<file path="src/rtl/addr_fold_pkg.sv">
package addr_fold_pkg;
  typedef enum logic [1:0] {
    FS_IDLE = 2'd0,
    FS_RUN  = 2'd1,
    FS_DONE = 2'd2
  } fold_state_e;
endpackage

</file>
<file path="src/rtl/afold_msb.sv">
// Isolates the highest set bit of a vector as a one-hot value (zero in, zero out).
module afold_msb #(
  parameter int W = 28
) (
  input  logic [W-1:0] val,
  output logic [W-1:0] onehot
);
  // above[i] is set when any bit at position i or higher is set
  logic [W:0] above;
  assign above[W] = 1'b0;

  for (genvar i = W - 1; i >= 0; i--) begin : g_scan
    assign above[i]  = above[i+1] | val[i];
    assign onehot[i] = val[i] & ~above[i+1];
  end
endmodule

</file>
<file path="src/rtl/afold_step.sv">
// One fold iteration: decides completion and computes the next working state.
module afold_step #(
  parameter int W = 28
) (
  input  logic [W-1:0] cur_addr,
  input  logic [W-1:0] cur_size,
  input  logic [W-1:0] cur_base,
  output logic         finished,
  output logic [W-1:0] fold_out,
  output logic [W-1:0] nxt_addr,
  output logic [W-1:0] nxt_size,
  output logic [W-1:0] nxt_base
);
  logic [W-1:0] top_bit;
  logic         size_zero;
  logic         in_range;
  logic         chunk_fits;

  afold_msb #(.W(W)) u_msb (
    .val    (cur_addr),
    .onehot (top_bit)
  );

  assign size_zero  = (cur_size == '0);
  assign in_range   = (cur_addr < cur_size);
  assign finished   = size_zero | in_range;
  assign fold_out   = size_zero ? '0 : (cur_base + cur_addr);

  assign chunk_fits = (cur_size > top_bit);
  assign nxt_addr   = cur_addr ^ top_bit;
  assign nxt_size   = chunk_fits ? (cur_size - top_bit) : cur_size;
  assign nxt_base   = chunk_fits ? (cur_base + top_bit) : cur_base;
endmodule

</file>
<file path="src/rtl/afold_ctrl.sv">
// Sequencer: idle -> run (one fold step per clock) -> done (hold until taken).
module afold_ctrl
  import addr_fold_pkg::*;
(
  input  logic clk,
  input  logic rst_n,
  input  logic req_valid,
  input  logic finished,
  input  logic rsp_ready,
  output logic req_ready,
  output logic busy,
  output logic rsp_valid,
  output logic load_en,
  output logic step_en,
  output logic cap_en
);
  fold_state_e state_q, state_d;

  always_ff @(posedge clk or negedge rst_n) begin
    if (!rst_n) state_q <= FS_IDLE;
    else        state_q <= state_d;
  end

  always_comb begin
    state_d = state_q;
    load_en = 1'b0;
    step_en = 1'b0;
    cap_en  = 1'b0;
    unique case (state_q)
      FS_IDLE: begin
        if (req_valid) begin
          load_en = 1'b1;
          state_d = FS_RUN;
        end
      end
      FS_RUN: begin
        if (finished) begin
          cap_en  = 1'b1;
          state_d = FS_DONE;
        end else begin
          step_en = 1'b1;
        end
      end
      FS_DONE: begin
        if (rsp_ready) state_d = FS_IDLE;
      end
      default: state_d = FS_IDLE;
    endcase
  end

  assign req_ready = (state_q == FS_IDLE);
  assign busy      = (state_q != FS_IDLE);
  assign rsp_valid = (state_q == FS_DONE);
endmodule

</file>
<file path="src/rtl/rom_addr_folder.sv">
module rom_addr_folder #(
  parameter int ADDR_W = 28
) (
  input  logic              clk,
  input  logic              rst_n,
  input  logic              req_valid,
  output logic              req_ready,
  input  logic [ADDR_W-1:0] req_addr,
  input  logic [ADDR_W-1:0] req_size,
  output logic              busy,
  output logic              rsp_valid,
  input  logic              rsp_ready,
  output logic [ADDR_W-1:0] rsp_offset
);
  logic [ADDR_W-1:0] work_addr, work_size, work_base, result_q;
  logic [ADDR_W-1:0] nxt_addr, nxt_size, nxt_base, fold_out;
  logic              finished, load_en, step_en, cap_en;

  afold_step #(.W(ADDR_W)) u_step (
    .cur_addr (work_addr),
    .cur_size (work_size),
    .cur_base (work_base),
    .finished (finished),
    .fold_out (fold_out),
    .nxt_addr (nxt_addr),
    .nxt_size (nxt_size),
    .nxt_base (nxt_base)
  );

  afold_ctrl u_ctrl (
    .clk       (clk),
    .rst_n     (rst_n),
    .req_valid (req_valid),
    .finished  (finished),
    .rsp_ready (rsp_ready),
    .req_ready (req_ready),
    .busy      (busy),
    .rsp_valid (rsp_valid),
    .load_en   (load_en),
    .step_en   (step_en),
    .cap_en    (cap_en)
  );

  always_ff @(posedge clk or negedge rst_n) begin
    if (!rst_n) begin
      work_addr <= '0;
      work_size <= '0;
      work_base <= '0;
    end else if (load_en) begin
      work_addr <= req_addr;
      work_size <= req_size;
      work_base <= '0;
    end else if (step_en) begin
      work_addr <= nxt_addr;
      work_size <= nxt_size;
      work_base <= nxt_base;
    end
  end

  always_ff @(posedge clk or negedge rst_n) begin
    if (!rst_n)      result_q <= '0;
    else if (cap_en) result_q <= fold_out;
  end

  assign rsp_offset = result_q;
endmodule

</file>
<file path="config.mk">
export PLATFORM = sky130hd
export DESIGN_NAME = rom_addr_folder
export DESIGN_NICKNAME = d
export VERILOG_FILES = /design/src/rtl/addr_fold_pkg.sv /design/src/rtl/afold_msb.sv /design/src/rtl/afold_step.sv /design/src/rtl/afold_ctrl.sv /design/src/rtl/rom_addr_folder.sv
export SDC_FILE = /design/constraint.sdc
export NUM_CORES = 1
export LEC_CHECK = 0
export BUFFER_PORTS_ARGS = -buffer_cell sky130_fd_sc_hd__buf_2
export CAP_MARGIN = 20
export CORE_MARGIN = 5
export CORE_UTILIZATION = 58
export DETAILED_ROUTE_END_ITERATION = 6
export GPL_TIMING_DRIVEN = 0
export PLACE_DENSITY_LB_ADDON = 0.12
export SLEW_MARGIN = 20
export SYNTH_ARGS = -nofsm -noshare
export SYNTH_HDL_FRONTEND = slang
export SYNTH_SLANG_ARGS = --single-unit
</file>
<file path="constraint.sdc">
create_clock -name clk -period 8.15 [get_ports clk]
set_clock_uncertainty 0.1 [all_clocks]
set_input_delay 0 -clock clk [delete_from_list [all_inputs] [get_ports clk]]
set_output_delay 0 -clock clk [all_outputs]
set_load 0.02 [all_outputs]
</file>
After elaboration in Yosys (flattened, before gate mapping)
Index checks and enable logic that the tools add are counted.
{"block": "totals", "regBits": 114, "latch_bits": 0, "mem_bits_rw": 0, "rom_bits": 0, "mem_count": 0}
{"block": "classes", "n_addsub": 3, "mul": 0, "div_mod_pow": 0, "n_lt_le_gt_ge": 2, "eq_ne": 5, "n_shift": 0, "mux": 19, "bitwise": 82, "n_reduce_logical": 7}
{"cell": "2-to-1 mux 28 bit", "count": 9}
{"cell": "adder 28 bit", "count": 2}
{"cell": "greater-than comparator 28 bit", "count": 1}
{"cell": "logical NOT 28 bit", "count": 1}
{"cell": "less-than comparator 28 bit", "count": 1}
{"cell": "subtractor 28 bit", "count": 1}
{"cell": "XOR 28 bit", "count": 1}
{"cell": "bitwise AND 1 bit", "count": 27}
{"cell": "inverter 1 bit", "count": 27}
{"cell": "bitwise OR 1 bit", "count": 27}
{"cell": "2-to-1 mux 1 bit", "count": 6}
{"cell": "2-to-1 mux 2 bit", "count": 3}
{"cell": "one-hot mux 2 bit (3 select lines)", "count": 1}
{"cell": "nonzero test 2 bit", "count": 3}
{"cell": "!= test 2 bit, second input constant", "count": 2}
{"cell": "AND reduction 3 bit", "count": 1}
{"cell": "== test 2 x 1 -> 1 bit, second input constant", "count": 1}
{"cell": "== test 2 bit, second input constant", "count": 1}
{"cell": "logical NOT 2 bit", "count": 1}
{"cell": "!= test 2 x 1 -> 1 bit, second input constant", "count": 1}
{"cell": "AND reduction 2 bit", "count": 1}

Longest topological paths before layout
{"block": "logic_depth", "word_depth": 32, "depth_mapped": 25, "depth_no_buf": 20}

Hierarchy
Synthesis repeated with hierarchy kept, for this count alone.
{"block": "unflattened", "hier_cells": 1333, "hier_area_um2": 11277.1}
{"mod": "afold_step", "n_inst": 1, "cells_per_inst": 861, "area_each_um2": 5818.1, "seq_area_each_um2": 0.0}
{"mod": "rom_addr_folder", "n_inst": 1, "cells_per_inst": 392, "area_each_um2": 4804.6, "seq_area_each_um2": 2802.7}
{"mod": "afold_msb", "n_inst": 1, "cells_per_inst": 66, "area_each_um2": 534.3, "seq_area_each_um2": 0.0}
{"mod": "afold_ctrl", "n_inst": 1, "cells_per_inst": 14, "area_each_um2": 120.1, "seq_area_each_um2": 50.0}

Least setup slack after synthesis
No wires, ideal clock.
{"block": "synth_path", "path_type": "flip-flop to flip-flop", "start": "register work_addr[18]", "end": "register work_size[19]", "setup_ps": 126, "t_arrival_ps": 5606, "required_ps": 7924, "slack_ps": 2318, "path_stages_with_launch": 23, "path_buffers": 3, "synth_period_minus_slack_ps": 5832, "cell_sequence": "dfrtp_1 > or4_1 > nor4_2 > nand2_2 > nor3_4 > nand2b_2 > or3_1 > clkbuf_2 > or4_4 > nor3b_1 > ha_1 > inv_1 > fa_1 > a21o_1 > a21o_1 > a211oi_1 > nor4b_1 > a2111oi_1 > o31ai_1 > and3b_1 > buf_2 > buf_2 > a221o_1"}
{"block": "synth_via", "elab_chain_len": 24, "elab_cells_between_ends": 67, "cone_classes": "add/sub: 1; order compare: 2; mux: 5; bitwise: 56; reduce/logical: 3"}
{"element": "from (decl)", "line_no": "rom_addr_folder.sv:15", "text": "logic [ADDR_W-1:0] work_addr, work_size, work_base, result_q;"}
{"element": "from (signal assigned)", "line_no": "rom_addr_folder.sv:50", "text": "work_addr <= req_addr;"}
{"element": "from (signal assigned)", "line_no": "rom_addr_folder.sv:54", "text": "work_addr <= nxt_addr;"}
{"element": "bitwise OR 1 bit (18 in series)", "line_no": "afold_msb.sv:13", "text": "assign above[i] = above[i+1] | val[i];"}
{"element": "inverter 1 bit", "line_no": "afold_msb.sv:14", "text": "assign onehot[i] = val[i] & ~above[i+1];"}
{"element": "bitwise AND 1 bit", "line_no": "afold_msb.sv:14"}
{"element": "subtractor 28 bit", "line_no": "afold_step.sv:31", "text": "assign nxt_size = chunk_fits ? (cur_size - top_bit) : cur_size;"}
{"element": "2-to-1 mux 28 bit", "line_no": "afold_step.sv:31"}
{"element": "2-to-1 mux 28 bit", "line_no": "rom_addr_folder.sv:53", "text": "end else if (step_en) begin"}
{"element": "2-to-1 mux 28 bit", "line_no": "rom_addr_folder.sv:49", "text": "end else if (load_en) begin"}
{"element": "to (signal assigned)", "line_no": "rom_addr_folder.sv:51", "text": "work_size <= req_size;"}
{"element": "to (signal assigned)", "line_no": "rom_addr_folder.sv:55", "text": "work_size <= nxt_size;"}
{"element": "to (decl)", "line_no": "rom_addr_folder.sv:15"}
Parallel ways exist; a longest one is shown, timed or not. The select of a mux whose other input is x is not followed.
A chain may end at the register's enable or synchronous reset.

Final worst setup path
{"block": "layout_path", "start": "register work_addr[18]", "end": "register work_base[3]"}
{"block": "layout_via", "elab_chain_len": 24, "elab_cells_between_ends": 67, "cone_classes": "add/sub: 1; order compare: 2; mux: 5; bitwise: 56; reduce/logical: 3"}
{"element": "bitwise OR 1 bit (18 in series)", "line_no": "afold_msb.sv:13"}
{"element": "inverter 1 bit", "line_no": "afold_msb.sv:14"}
{"element": "bitwise AND 1 bit", "line_no": "afold_msb.sv:14"}
{"element": "adder 28 bit", "line_no": "afold_step.sv:32", "text": "assign nxt_base = chunk_fits ? (cur_base + top_bit) : cur_base;"}
{"element": "2-to-1 mux 28 bit", "line_no": "afold_step.sv:32"}
{"element": "2-to-1 mux 28 bit", "line_no": "rom_addr_folder.sv:53"}
{"element": "2-to-1 mux 28 bit", "line_no": "rom_addr_folder.sv:49"}
{"element": "to (signal assigned)", "line_no": "rom_addr_folder.sv:56", "text": "work_base <= nxt_base;"}
{"element": "to (decl)", "line_no": "rom_addr_folder.sv:15"}
Parallel ways exist; a longest one is shown, timed or not. The select of a mux whose other input is x is not followed.

==> summary.txt <==
Status -> complete, no violations
Fmax achieved -> 0.132 GHz
Layout cells sized above 1 -> 11.3%
Combinational share of power -> 57.8%
Die area -> 19300 um^2
Largest cells by area after synthesis -> dfrtp_1 (30%), ha_1 (14%), o21ai_0 (5.0%)
Worst hold slack -> 0.00179 ns
Grt peak-use layer -> met2
Die X -> 139 um
Worst-path maximum fanout -> 10
Mapped Area -> 9660 um^2
GR Util met1 -> 39.5%
Synth Instances -> 1158
Global placement routability congestion -> 0.930
First drt pass iteration count -> 5
Area grow syn2layout -> 19.4%
RSZ-0062 raised after global routing -> no
Area leader, netlist -> dfrtp_1
Grt ovf -> 0
Max-cap violations -> 0
Met2 Usage GRT -> 46.9%
Sequential area share after synthesis -> 29.5%
Sw power -> 0.00194 W
Setup TNS -> 0 ns
DRC viols -> 0
Hold Path Class -> in -> async
Clk slew on worst S/H paths -> 0.05 ns
TritonCTS clock tree -> yes
Reg power frac -> 25.9%
Max-slew violations -> 0
Port Buffers -> 90
Total Wirelength -> 28.6 mm
Reg2reg end -> work_base[3]
Kind of critical path -> reg -> reg
Critical Path End Type -> flip-flop
Number of fill cells -> 1344
Final setup viols -> 0
CORE AREA -> 16500 um^2
Largest net degree at the start of global routing -> 62
Final hold violations -> 0
RR Startpoint -> work_addr[18]
EDFF count, synth -> 0
Vias -> 9336
DPL Wire Length -> 22.0 mm
First-pass GRT wire length -> 45.4 mm
Final core utilization -> 70.1%
Worst path arrival time -> 7.79 ns
Cell variety after synth -> 77
Static Leak -> 5.76 nW
Tot Pwr -> 0.00413 W
Synth Warn # -> 0
H-tree depth -> 4
Die Y -> 139 um
Mapped Nets -> 1330
R2R depth -> 23
Asr flop ratio synth -> 100%
Int Pwr -> 0.00219 W
Worst skew pair latency -> 0.42 ns
Number of global-route vias before repair -> 8854
IO Count -> 91
Final net count -> 1498
Number of vias per cell -> 6.00
Crit path launch type -> flip-flop
# diodes -> 0
Avg Synthesized Cell Area -> 8.34 um^2
Postcts setup bufs -> 0
Slew margin rel. -> 24.4%
Worst-Margin Slew -> 1.13 ns
CTS Buf Count -> 17
Cell Rows -> 47
Initial antenna violation count -> 0
Num Clock Sinks -> 114
Post-synth top area share -> 29.5%
GR Util met3 -> 5.48%
Wire per inst -> 18.4 um
Clk Tree Root Cell -> clkbuf_16
Clock network power share -> 16.3%
Final min period -> 7.57 ns
Period utilization -> 92.9%
Initial DRC count -> 576
Antenna-violating nets left -> 0
Pwr/cell area -> 358 nW/um^2
Flip-flop and latch count after synthesis -> 114
Starting Density -> 58.7%
Internal reg-to-reg setup slack -> 0.58 ns
Dominant synthesized flop cell -> dfrtp_1
GRT Util Overall -> 29.3%
Sw Ratio -> 47.1%
CP required -> 8.37 ns
Max VDD drop -> 0.228 mV
Clk buf depth -> 2
## state kept, by name, summed over array words and instances, names as in the netlist
name / cells
work_base: 28
work_size: 28
rsp_offset: 28
u_ctrl.state_q: 2
work_addr: 28
## how the worst max path moves through the flow
stage / start / to / cells past startpoint
4_1_cts: work_addr[18] / work_base[3] / 23
2_1_floorplan: work_addr[18] / work_size[19] / 22
6_report: work_addr[18] / work_base[3] / 23
3_3_place_gp: work_addr[18] / work_base[3] / 23
3_5_place_dp: work_addr[18] / work_size[23] / 22
5_1_grt: work_addr[18] / work_base[3] / 23
## stage by stage
step | instances | setup slack, ns | instance area (um^2)
final | 1557 | 0.581 | 11500
after global routing | 1557 | 0.278 | 11500
after CTS | 1557 | 0.459 | 11500
after detailed placement | 1469 | 0.578 | 10400
after global placement | 1468 | 0.531 | 10400
after floorplan | 1158 | 2.32 | 9660
## cell usage after synthesis (all sizes together), types with 3 or more instances
cell,count
nand2,126
dfrtp,114
ha,109
o21ai,98
inv,94
nor2,69
a21oi,57
nand3,47
a21o,46
xnor2,39
nor3,33
clkbuf,27
xor2,27
a221o,24
o31ai,22
or3,18
buf,16
nor4,16
o21bai,13
o311ai,13
a211oi,12
o21a,12
nand2b,11
nand4,11
a31oi,9
and3,7
o211ai,7
or2,7
a2111oi,6
and2,5
and4,4
nor2b,4
nor3b,4
o41ai,4
a211o,3
a311oi,3
a32o,3
a41oi,3
fa,3
o221ai,3
or4,3
## cells in the final DEF (no fill, tap or decap), drive strengths merged, types with 4 or more instances in the layout
master / count
a2111oi: 6
dlygate4sd3: 58
a21oi: 57
dfrtp: 114
a31oi: 9
clkinv: 6
buf: 107
nand2: 126
xnor2: 39
nor2b: 4
a211oi: 12
o21a: 12
o21bai: 13
nor3b: 4
clkbuf: 50
nor3: 33
or3: 18
and2: 5
nor2: 69
o211ai: 7
inv: 94
nor4: 16
xor2: 27
nand2b: 11
o21ai: 98
a221o: 24
and4: 4
a21o: 46
o41ai: 4
o31ai: 22
o311ai: 13
nand3: 47
ha: 109
nand4: 11
and3: 7
or2: 7
## critical path, stage by stage, from the launching register on
cell	delay, ns
dfrtp_1	0.47
or4_1	0.61
nor4_2	0.38
nand2_2	0.17
nor3_4	0.20
nand2b_2	0.11
or3_1	0.31
clkbuf_2	0.17
or4_4	0.45
nor3b_1	0.56
ha_1	0.27
inv_1	0.06
fa_1	0.42
a21o_1	0.17
a21o_1	0.22
a211oi_1	0.36
nor4b_1	0.13
a2111oi_2	0.61
o31ai_1	0.29
nand3b_1	0.44
buf_2	0.35
buf_2	0.37
nand3_1	0.13
o31ai_1	0.10
## power by group through the flow
stage | registers [W] | logic (W) | clock network [W]
after floorplan | 0.00104 | 0.00166 | 0
after global placement | 0.00106 | 0.00227 | 0
after detailed placement | 0.00107 | 0.00230 | 0
after CTS | 0.00106 | 0.00235 | 0.000683
after global routing | 0.00110 | 0.00262 | 0.000706
final | 0.00107 | 0.00239 | 0.000675
## layer usage
layer	wire length, um	share of wire, %
met1	12500	44
met2	13000	45
met3	2090	7.3
met4	973	3.4
met5	0	0
## what timing repair did
item                                   in CTS  in global routing
hold buffers                               58                  0
setup endpoints to repair                   0                  1
endpoints found under the hold margin     171                  0
gates resized for setup                     0                  1
## cells by family after synthesis
logic type	Yosys count	share of synthesized area [%]
simple gates	371	18.8
mux	3	0.324
flops	114	29.5
xor+xnor	66	5.98
fa+ha+maj	112	14.7
compound gates	355	24.9
buf+inv	137	5.65
## area by class of cell
cell class / instances / area (um^2) / area share, %
buffer: 43 / 193 / 1.67
clock buffer: 23 / 468 / 4.06
clock inverter: 7 / 60.1 / 0.521
inverter: 94 / 353 / 3.06
multi-input combinational: 907 / 6270 / 54.3
sequential: 114 / 2850 / 24.7
tap: 220 / 275 / 2.39
timing repair buffer: 149 / 1060 / 9.23
(Power assumes the default switching activity.)
